$ cat src/rtl/smcpu_pkg.sv
package smcpu_pkg;

   localparam int INSTR_W = 16;
   localparam int OPC_W   = 4;
   localparam int FIELD_W = 8;

   typedef enum logic [2:0] {
      PH_FETCH  = 3'd0,
      PH_DECODE = 3'd1,
      PH_EXEC   = 3'd2,
      PH_MEM    = 3'd3,
      PH_WB     = 3'd4
   } phase_e;

   typedef enum logic [OPC_W-1:0] {
      OP_LOAD      = 4'h0,
      OP_STORE     = 4'h1,
      OP_STORE_IND = 4'h2,
      OP_LOAD_IMM  = 4'h3,
      OP_ADD       = 4'h4,
      OP_SUB       = 4'h5,
      OP_BR_ZERO   = 4'h6
   } opcode_e;

   typedef struct packed {
      logic rf_wr;     // writes Rn in write-back
      logic mem_wr;    // drives a data write in the memory step
      logic mem_rd;    // captures read data in the memory step
      logic indirect;  // address from Rn, data from Rm
      logic branch;    // zero-test relative branch
      logic imm;       // result is the second byte
      logic sub;       // ALU subtracts
   } decode_t;

   function automatic decode_t decode_op(input logic [OPC_W-1:0] opc);
      decode_t d;
      d = '0;
      case (opc)
         OP_LOAD:      begin d.rf_wr = 1'b1; d.mem_rd = 1'b1; end
         OP_STORE:     d.mem_wr = 1'b1;
         OP_STORE_IND: begin d.mem_wr = 1'b1; d.indirect = 1'b1; end
         OP_LOAD_IMM:  begin d.rf_wr = 1'b1; d.imm = 1'b1; end
         OP_ADD:       d.rf_wr = 1'b1;
         OP_SUB:       begin d.rf_wr = 1'b1; d.sub = 1'b1; end
         OP_BR_ZERO:   d.branch = 1'b1;
         default:      d = '0;
      endcase
      return d;
   endfunction

endpackage

$ cat src/rtl/smcpu_regfile.sv
module smcpu_regfile #(
   parameter int DATA_W  = 8,
   parameter int REG_CNT = 16
) (
   input  logic                       clk,
   input  logic                       rst,
   input  logic                       we,
   input  logic [$clog2(REG_CNT)-1:0] waddr,
   input  logic [DATA_W-1:0]          wdata,
   input  logic [$clog2(REG_CNT)-1:0] raddr_a,
   output logic [DATA_W-1:0]          rdata_a,
   input  logic [$clog2(REG_CNT)-1:0] raddr_b,
   output logic [DATA_W-1:0]          rdata_b
);

   localparam int IDX_W = $clog2(REG_CNT);

   logic [DATA_W-1:0] cells [REG_CNT];

   generate
      for (genvar g = 0; g < REG_CNT; g++) begin : g_cell
         logic [DATA_W-1:0] q;
         always_ff @(posedge clk) begin
            if (rst)
               q <= '0;
            else if (we && (waddr == IDX_W'(g)))
               q <= wdata;
         end
         assign cells[g] = q;
      end
   endgenerate

   assign rdata_a = cells[raddr_a];
   assign rdata_b = cells[raddr_b];

endmodule

$ cat src/rtl/smcpu_alu.sv
module smcpu_alu #(
   parameter int DATA_W      = 8,
   parameter bit SUB_VIA_ADD = 1'b1
) (
   input  logic [DATA_W-1:0] a,
   input  logic [DATA_W-1:0] b,
   input  logic              sub,
   output logic [DATA_W-1:0] y
);

   generate
      if (SUB_VIA_ADD) begin : g_shared_adder
         logic [DATA_W-1:0] b_adj;
         assign b_adj = b ^ {DATA_W{sub}};
         assign y     = a + b_adj + DATA_W'(sub);
      end else begin : g_split_paths
         assign y = sub ? (a - b) : (a + b);
      end
   endgenerate

endmodule

$ cat src/rtl/smcpu_ctrl.sv
module smcpu_ctrl
   import smcpu_pkg::*;
(
   input  logic             clk,
   input  logic             rst,
   input  logic [OPC_W-1:0] opc,
   output phase_e           phase,
   output decode_t          dec,
   output logic             rf_we,
   output logic             mem_we,
   output logic             mem_cap
);

   phase_e phase_q;

   always_ff @(posedge clk) begin
      if (rst)
         phase_q <= PH_FETCH;
      else begin
         case (phase_q)
            PH_FETCH:  phase_q <= PH_DECODE;
            PH_DECODE: phase_q <= PH_EXEC;
            PH_EXEC:   phase_q <= PH_MEM;
            PH_MEM:    phase_q <= PH_WB;
            default:   phase_q <= PH_FETCH;
         endcase
      end
   end

   assign phase   = phase_q;
   assign dec     = decode_op(opc);
   assign rf_we   = (phase_q == PH_WB)  && dec.rf_wr;
   assign mem_we  = (phase_q == PH_MEM) && dec.mem_wr;
   assign mem_cap = (phase_q == PH_MEM) && dec.mem_rd;

endmodule

$ cat src/rtl/smcpu_core.sv
module smcpu_core
   import smcpu_pkg::*;
#(
   parameter int DATA_W      = 8,
   parameter int PC_W        = 8,
   parameter int REG_CNT     = 16,
   parameter bit SUB_VIA_ADD = 1'b1
) (
   input  logic                clk,
   input  logic                rst,
   output logic [PC_W-1:0]     prog_addr,
   input  logic [15:0]         prog_data,
   output logic [DATA_W-1:0]   dmem_addr,
   output logic                dmem_we,
   output logic [DATA_W-1:0]   dmem_wdata,
   input  logic [DATA_W-1:0]   dmem_rdata,
   output logic [PC_W-1:0]     dbg_pc,
   output logic                dbg_rf_we
);

   localparam int IDX_W = $clog2(REG_CNT);

   generate
      if (DATA_W < FIELD_W) begin : g_bad_data_w
         $error("smcpu_core: DATA_W must be at least 8");
      end
      if (PC_W < FIELD_W) begin : g_bad_pc_w
         $error("smcpu_core: PC_W must be at least 8");
      end
      if (REG_CNT != 16) begin : g_bad_reg_cnt
         $error("smcpu_core: the 4-bit register field needs REG_CNT of 16");
      end
   endgenerate

   // architectural and staging state
   logic [PC_W-1:0]    pc_q;
   logic [PC_W-1:0]    tgt_q;
   logic [INSTR_W-1:0] ir_q;
   logic [DATA_W-1:0]  a_q;
   logic [DATA_W-1:0]  b_q;
   logic [DATA_W-1:0]  res_q;

   phase_e             phase;
   decode_t            dec;
   logic               rf_we;
   logic               mem_we;
   logic               mem_cap;

   logic [DATA_W-1:0]  rd_a;
   logic [DATA_W-1:0]  rd_b;
   logic [DATA_W-1:0]  alu_y;
   logic [IDX_W-1:0]   rn_idx;
   logic [IDX_W-1:0]   rm_idx;
   logic [FIELD_W-1:0] arg;
   logic [PC_W-1:0]    off_ext;

   assign rn_idx  = ir_q[11:8];
   assign rm_idx  = ir_q[7:4];
   assign arg     = ir_q[7:0];
   assign off_ext = PC_W'($signed(arg));

   smcpu_ctrl u_ctrl (
      .clk     (clk),
      .rst     (rst),
      .opc     (ir_q[15:12]),
      .phase   (phase),
      .dec     (dec),
      .rf_we   (rf_we),
      .mem_we  (mem_we),
      .mem_cap (mem_cap)
   );

   smcpu_regfile #(
      .DATA_W  (DATA_W),
      .REG_CNT (REG_CNT)
   ) u_rf (
      .clk     (clk),
      .rst     (rst),
      .we      (rf_we),
      .waddr   (rn_idx),
      .wdata   (res_q),
      .raddr_a (rn_idx),
      .rdata_a (rd_a),
      .raddr_b (rm_idx),
      .rdata_b (rd_b)
   );

   smcpu_alu #(
      .DATA_W      (DATA_W),
      .SUB_VIA_ADD (SUB_VIA_ADD)
   ) u_alu (
      .a   (a_q),
      .b   (b_q),
      .sub (dec.sub),
      .y   (alu_y)
   );

   always_ff @(posedge clk) begin
      if (rst) begin
         pc_q  <= '0;
         tgt_q <= '0;
         ir_q  <= '0;
         a_q   <= '0;
         b_q   <= '0;
         res_q <= '0;
      end else begin
         case (phase)
            PH_FETCH:  ir_q <= prog_data;
            PH_DECODE: begin
               a_q <= rd_a;
               b_q <= rd_b;
            end
            PH_EXEC: begin
               res_q <= dec.imm ? DATA_W'(arg) : alu_y;
               if (dec.branch && (a_q == '0))
                  tgt_q <= pc_q + off_ext;
               else
                  tgt_q <= pc_q + PC_W'(1);
            end
            PH_MEM: begin
               if (mem_cap)
                  res_q <= dmem_rdata;
            end
            default:   pc_q <= tgt_q;
         endcase
      end
   end

   assign prog_addr  = pc_q;
   assign dmem_addr  = dec.indirect ? a_q : DATA_W'(arg);
   assign dmem_wdata = dec.indirect ? b_q : a_q;
   assign dmem_we    = mem_we;
   assign dbg_pc     = pc_q;
   assign dbg_rf_we  = rf_we;

endmodule

$ cat config.mk
export PLATFORM = sky130hd
export DESIGN_NAME = smcpu_core
export DESIGN_NICKNAME = d
export VERILOG_FILES = /design/src/rtl/smcpu_pkg.sv /design/src/rtl/smcpu_regfile.sv /design/src/rtl/smcpu_alu.sv /design/src/rtl/smcpu_ctrl.sv /design/src/rtl/smcpu_core.sv
export SDC_FILE = /design/constraint.sdc
export NUM_CORES = 1
export LEC_CHECK = 0
export BUFFER_PORTS_ARGS = -buffer_cell sky130_fd_sc_hd__buf_2
export CELL_PAD_IN_SITES_DETAIL_PLACEMENT = 1
export CELL_PAD_IN_SITES_GLOBAL_PLACEMENT = 2
export CORE_MARGIN = 2
export CORE_UTILIZATION = 40
export DETAILED_ROUTE_END_ITERATION = 8
export GPL_TIMING_DRIVEN = 0
export PLACE_DENSITY_LB_ADDON = 0.1
export SETUP_SLACK_MARGIN = 0.3
export SLEW_MARGIN = 20
export SYNTH_ARGS = -nofsm -noshare
export SYNTH_HDL_FRONTEND = slang
export SYNTH_SLANG_ARGS = --single-unit
export TNS_END_PERCENT = 10
$ cat constraint.sdc
create_clock -name clk -period 4.6 [get_ports clk]
set_input_delay 0 -clock clk [delete_from_list [all_inputs] [get_ports clk]]
set_output_delay 0 -clock clk [all_outputs]
set_load 0.02 [all_outputs]
# == Yosys cells after proc, flatten, opt, wreduce, memory -nomap -nowiden ==
# Index checks and enable logic that the tools add are counted.
# word_totals
regBits,187
input_bits,26
out_inout_bits,34
word_cells,107
# op_classes
n_addsub,4
n_lt_le_gt_ge,2
n_eq_ne,26
n_mux,20
n_bitwise,3
reduce_logical,29
# op_table
op,count
8-bit two-way mux,9
8-bit binary-select mux with 4-bit select,2
4-bit equality test (second input constant),8
4-bit by 3-bit equality test with 1-bit output (second input constant),7
1-bit logical AND,20
8-bit adder,2
4-bit by 2-bit equality test with 1-bit output (second input constant),4
8-bit one-hot mux with 2 select lines,1
3-bit one-hot mux with 4 select lines,1
5-bit greater-or-equal comparator (second input constant),2
4-bit inverter with 5-bit output,2
8-bit by 1-bit adder with 8-bit output,1
8-bit by 1-bit adder with 8-bit output (second input constant),1
4-bit by 1-bit equality test with 1-bit output (second input constant),2
4-bit zero test,2
8-bit zero test,1
4-bit OR reduction,2
8-bit XOR,1
1-bit two-way mux,7
3-bit by 2-bit equality test with 1-bit output (second input constant),2
3-bit by 1-bit equality test with 1-bit output (second input constant),1
3-bit equality test (second input constant),1
3-bit zero test,1
2-bit inequality test (second input constant),1
3 further kinds,3

# == Depth between registers and ports, before layout ==
# logic_depth
ltp_word,7
depth_mapped,11
mapped_depth_nobuf,10

# == By module ==
# Synthesis repeated with hierarchy kept, for this count alone.
# unflattened
hier_cells,1151
hier_area_um2,10433.8
# by_module_without_submodules
mod,n_inst,cells_each,area_per_inst_um2
smcpu_regfile,1,754,7059.3
smcpu_core,1,328,2753.9
smcpu_alu,1,45,414.1
smcpu_ctrl,1,24,206.4

# == Worst setup path after synthesis ==
# Ideal clock, no wire load.
# synth_path
path_type,register to register
startpoint,register ir_q[13]
endpoint,register tgt_q[6]
setup_time_ns,0.106
t_arrival_ns,2.692
setup_slack_ns,1.802
path_stages_with_launch,11
path_cell_list,dfxtp_1 buf_2 and4bb_2 nand2_1 or3_1 ha_1 fa_1 a21o_1 a21oi_1 o21ai_0 o311ai_0
# synth_via
elab_chain_cells,4
# synth_rtl
element,line_no,source
"start, declared",smcpu_core.sv:38,logic [INSTR_W-1:0] ir_q;
"start signal, assigned",smcpu_core.sv:108,PH_FETCH: ir_q <= prog_data;
4-bit by 3-bit equality test with 1-bit output,smcpu_pkg.sv:38,case (opc)
1-bit two-way mux,smcpu_pkg.sv:38,
1-bit logical AND,smcpu_core.sv:115,if (dec.branch && (a_q == '0))
8-bit two-way mux,smcpu_core.sv:115,
"end signal, assigned",smcpu_core.sv:116,tgt_q <= pc_q + off_ext;
"end signal, assigned",smcpu_core.sv:118,tgt_q <= pc_q + PC_W'(1);
"end, declared",smcpu_core.sv:37,logic [PC_W-1:0] tgt_q;
# No other way between the ends.
# A chain may end at the register's enable or synchronous reset.

# == Worst setup path after layout ==
# layout_path
startpoint,register ir_q[14]
endpoint,register res_q[7]
# layout_via
elab_chain_cells,7
# layout_rtl
element,line_no,source
4-bit by 3-bit equality test with 1-bit output,smcpu_pkg.sv:38,
1-bit two-way mux,smcpu_pkg.sv:38,
8-bit XOR,smcpu_alu.sv:14,assign b_adj = b ^ {DATA_W{sub}};
8-bit adder,smcpu_alu.sv:15,assign y = a + b_adj + DATA_W'(sub);
8-bit by 1-bit adder with 8-bit output,smcpu_alu.sv:15,
8-bit two-way mux,smcpu_core.sv:114,res_q <= dec.imm ? DATA_W'(arg) : alu_y;
8-bit one-hot mux with 2 select lines,smcpu_core.sv:107,case (phase)
"end signal, assigned",smcpu_core.sv:114,
"end signal, assigned",smcpu_core.sv:122,res_q <= dmem_rdata;
"end, declared",smcpu_core.sv:41,logic [DATA_W-1:0] res_q;
# Several ways; a longest one is shown, not always the timed one.

==> impl_summary.txt <==
----------------------------------------------------
[Run status]
  Result of the run ... completed

[Placed design]
  I/O Buffers ... 59
  Total placed cells including tap cells ... 1,309
  Total half-perimeter wirelength after legalization and detailed placement ... 23,940 um
  Minimum setup slack after placement ... 1.103 ns
  Weighted congestion at the end of routability-driven global placement ... 0.8283

[Final layout]
  Synth-to-Final Area Change ... 15.02%
  Post-route non-filler standard cell count ... 1,365
  Count of filler cells inserted in the layout ... 2,759
  Number of nets in the final layout ... 1,064
  Ant diodes ... 0
  Total area of sequential cells ... 3744 um2
  Footprint of the multi-input gates ... 6032 um2
  Share of cells above drive strength 1 ... 20.10%
  Utilization of the core after routing ... 47.07%
  Top library cells by usage in the layout, fill and taps aside ... dfxtp_1, nor2_1, mux2i_1
  Leading cell type in the layout, fill and taps excluded ... dfxtp_1

[Global route]
  Residual overflow from global routing ... 0
  GR Util All Layers ... 24.87%
  Wire length of the first global-routing pass ... 49,410 um
  Number of global-route vias before repair ... 7,859
  Number of antenna violations at the first check in global routing ... 0
  Pin count of the biggest net entering global routing ... 20

[Worst setup path]
  Required arrival time at the worst endpoint ... 4.97 ns
  Startpoint class of the critical path ... flop
  Worst Setup Path Type ... flop to flop
  Worst-path fanout max ... 10
  Crit path DAT ... 3.83 ns
  Kind of end point of the critical path ... flop

[Timing]
  Final hold vios ... 0
  Post-route clock skew ... 0.01800 ns
  Relative slew slack ... 28.82%
  Slew @ Worst Pin ... 1.059 ns
  Total Negative Setup Slacks ... 0 ns
  Final setup vio count ... 0
  Pins over their slew limit ... 0
  Unrepaired setup endpoints after global routing ... false
  Tmin final ... 3.468 ns
  Final worst-path setup slack ... 1.132 ns
  Maximum clock frequency ... 0.2883 GHz
  Final worst-path cycle share ... 75.40%

[Pwr]
  Post-route total power ... 3.727 mW
  Power per standard cell area ... 313.5 nW/um2
  Leak pwr ... 5.623 nW
  Largest vdd supply drop ... 188.2 uV

[Floorplanning]
  Effective utilization at floorplan ... 40.92%
  Standard-cell rows ... 58
  Die outline height ... 164.7 um
  Area of the die ... 27,140 um2
  Overall die width ... 164.7 um
  Placeable core region ... 25,250 um2
  Ports placed on the boundary ... 60

[Route]
  Via count ... 7,684
  Remaining antenna violation count ... 0
  First-pass iteration count of the detailed router ... 5
  DRC viols ... 0
  Routed length per placed instance ... 23.78 um
  Drt initial violations ... 433
  Vias/cell ... 5.629
  Sum of routed wire length over all layers ... 32,470 um

[Clock tree]
  Total clock sinks ... 187
  Post-CTS setup buffer count ... 0
  Cell at the root of the clock tree ... clkbuf_16
  Source-to-sink clock delay at the later pin of the worst-skew pair ... 0.45 ns
  Clock tree buffer depth ... 2
  Post-CTS sizing ... 0
  Post-CTS clock slew at the launch and capture registers of the worst setup and hold paths ... 0.09 ns
  Cts bufs inserted ... 17
  Hold bufs inserted after CTS ... 24
  Maximum level of the CTS H-tree ... 4
  TritonCTS clock tree ... yes

[Synth]
  Proportion of register bits with asynchronous set or reset after synthesis ... 0%
  Post-synth EDFFs ... 0
  Post-Synthesis Net Count ... 962
  Synth unique cells ... 60
  Biggest area contributors in the synthesized netlist ... dfxtp_1, mux2i_1, mux4_1, mux4_2, nor2_1
  Synthesized area ... 10,330 um2
  Gate count of the mapped netlist ... 920
  Portion of the post-synthesis area used by sequential elements ... 36.22%
  Flip-flop and latch count after synthesis ... 187
  Synth top area share ... 36.22%
  Number of warnings printed during yosys synthesis ... 0
  Mean Syn Cell Area ... 11.23 um2
  Primary FF master, synth ... dfxtp_1
  Cell accounting for the most synthesized area ... dfxtp_1

[Run]
  Maximum capacitance violations ... 0

[Worst hold path]
  Worst min-delay path category ... input pin to flop

----------------------------------------------------
==> logic make-up after synthesis <==
group                      Yosys count  synth area share [%]
AOI/OAI and AO/OA                   85                 5.545
xor gates and xnor gates            20                 1.877
adders and majority gates           16                 2.082
buffers and inverters               90                 5.412
DFF                                187                 36.22
muxes                              239                 34.65
and+or+nand+nor                    283                 14.21
==> worst paths after layout <==
check / start / to / slack, ns / depth (start not counted)
worst min-delay path: rst / tgt_q[6] / 0.04 / 4
worst max-delay path: ir_q[14] / res_q[7] / 1.13 / 10
worst min register to register: tgt_q[1] / tgt_q[1] / 0.46 / 2
worst max register to register: ir_q[14] / res_q[7] / 1.13 / 10
==> sequential cells by signal (all words and copies together), names as in the netlist <==
register,cells
u_rf.g_cell.q,128
ir_q,16
a_q,8
b_q,8
dbg_pc,8
res_q,8
tgt_q,8
u_ctrl.phase,3
==> per-stage QoR <==
stage / hold slack [ns] / instance area [um2]
2_1_floorplan: 0.1360 / 10330
3_3_place_gp: 0.2511 / 11040
3_5_place_dp: 0.2518 / 11040
4_1_cts: 0.04210 / 11890
5_1_grt: 0.09242 / 11890
6_report: 0.04409 / 11890
==> routing by layer <==
layer / routed length (um) / global-route usage [%] / up-vias
met5: 0 / 0 / -
met4: 353 / 5.020 / 0
met1: 15210 / 33.40 / 3920
li1: - / - / 3603
met2: 15760 / 42.43 / 141
met3: 1146 / 4.144 / 20
==> critical path: stages (launching register included) <==
cell	delay, ns
dfxtp_1	0.35
buf_2	0.25
nand3b_1	0.15
nor2_1	0.56
xor2_1	0.29
ha_1	0.29
a31o_2	0.25
a221oi_1	0.66
o211ai_1	0.21
mux2i_1	0.16
a211oi_1	0.22
==> Yosys cell counts, drive strengths merged (5+ instances only) <==
cell type / instances
and2: 9
a211oi: 9
nand3b: 5
mux4: 80
a22o: 19
nand2: 49
nor2: 158
ha: 14
nor3: 12
mux2: 16
nor2b: 6
or3: 6
mux2i: 143
xor2: 9
a21oi: 29
buf: 30
nand4: 18
xnor2: 11
clkbuf: 58
dfxtp: 187
o21ai: 10
==> cell type report <==
type | instances | share of cell area, %
well taps | 330 | 3.473
repair buffers | 83 | 4.505
plain buffers | 88 | 4.642
flip-flops and latches | 187 | 31.49
clock inverters | 15 | 1.505
multi-input cells | 643 | 50.74
clock buffers | 17 | 3.579
inverters | 2 | 0.06315
==> power by group <==
group	leakage (nW)	total, mW	internal [mW]	switching, mW
Combinational	3.82	0.516	0.185	0.331
Sequential	1.51	1.66	1.64	0.0182
Clock	0.291	1.55	0.782	0.768
(Power assumes the default switching activity.)
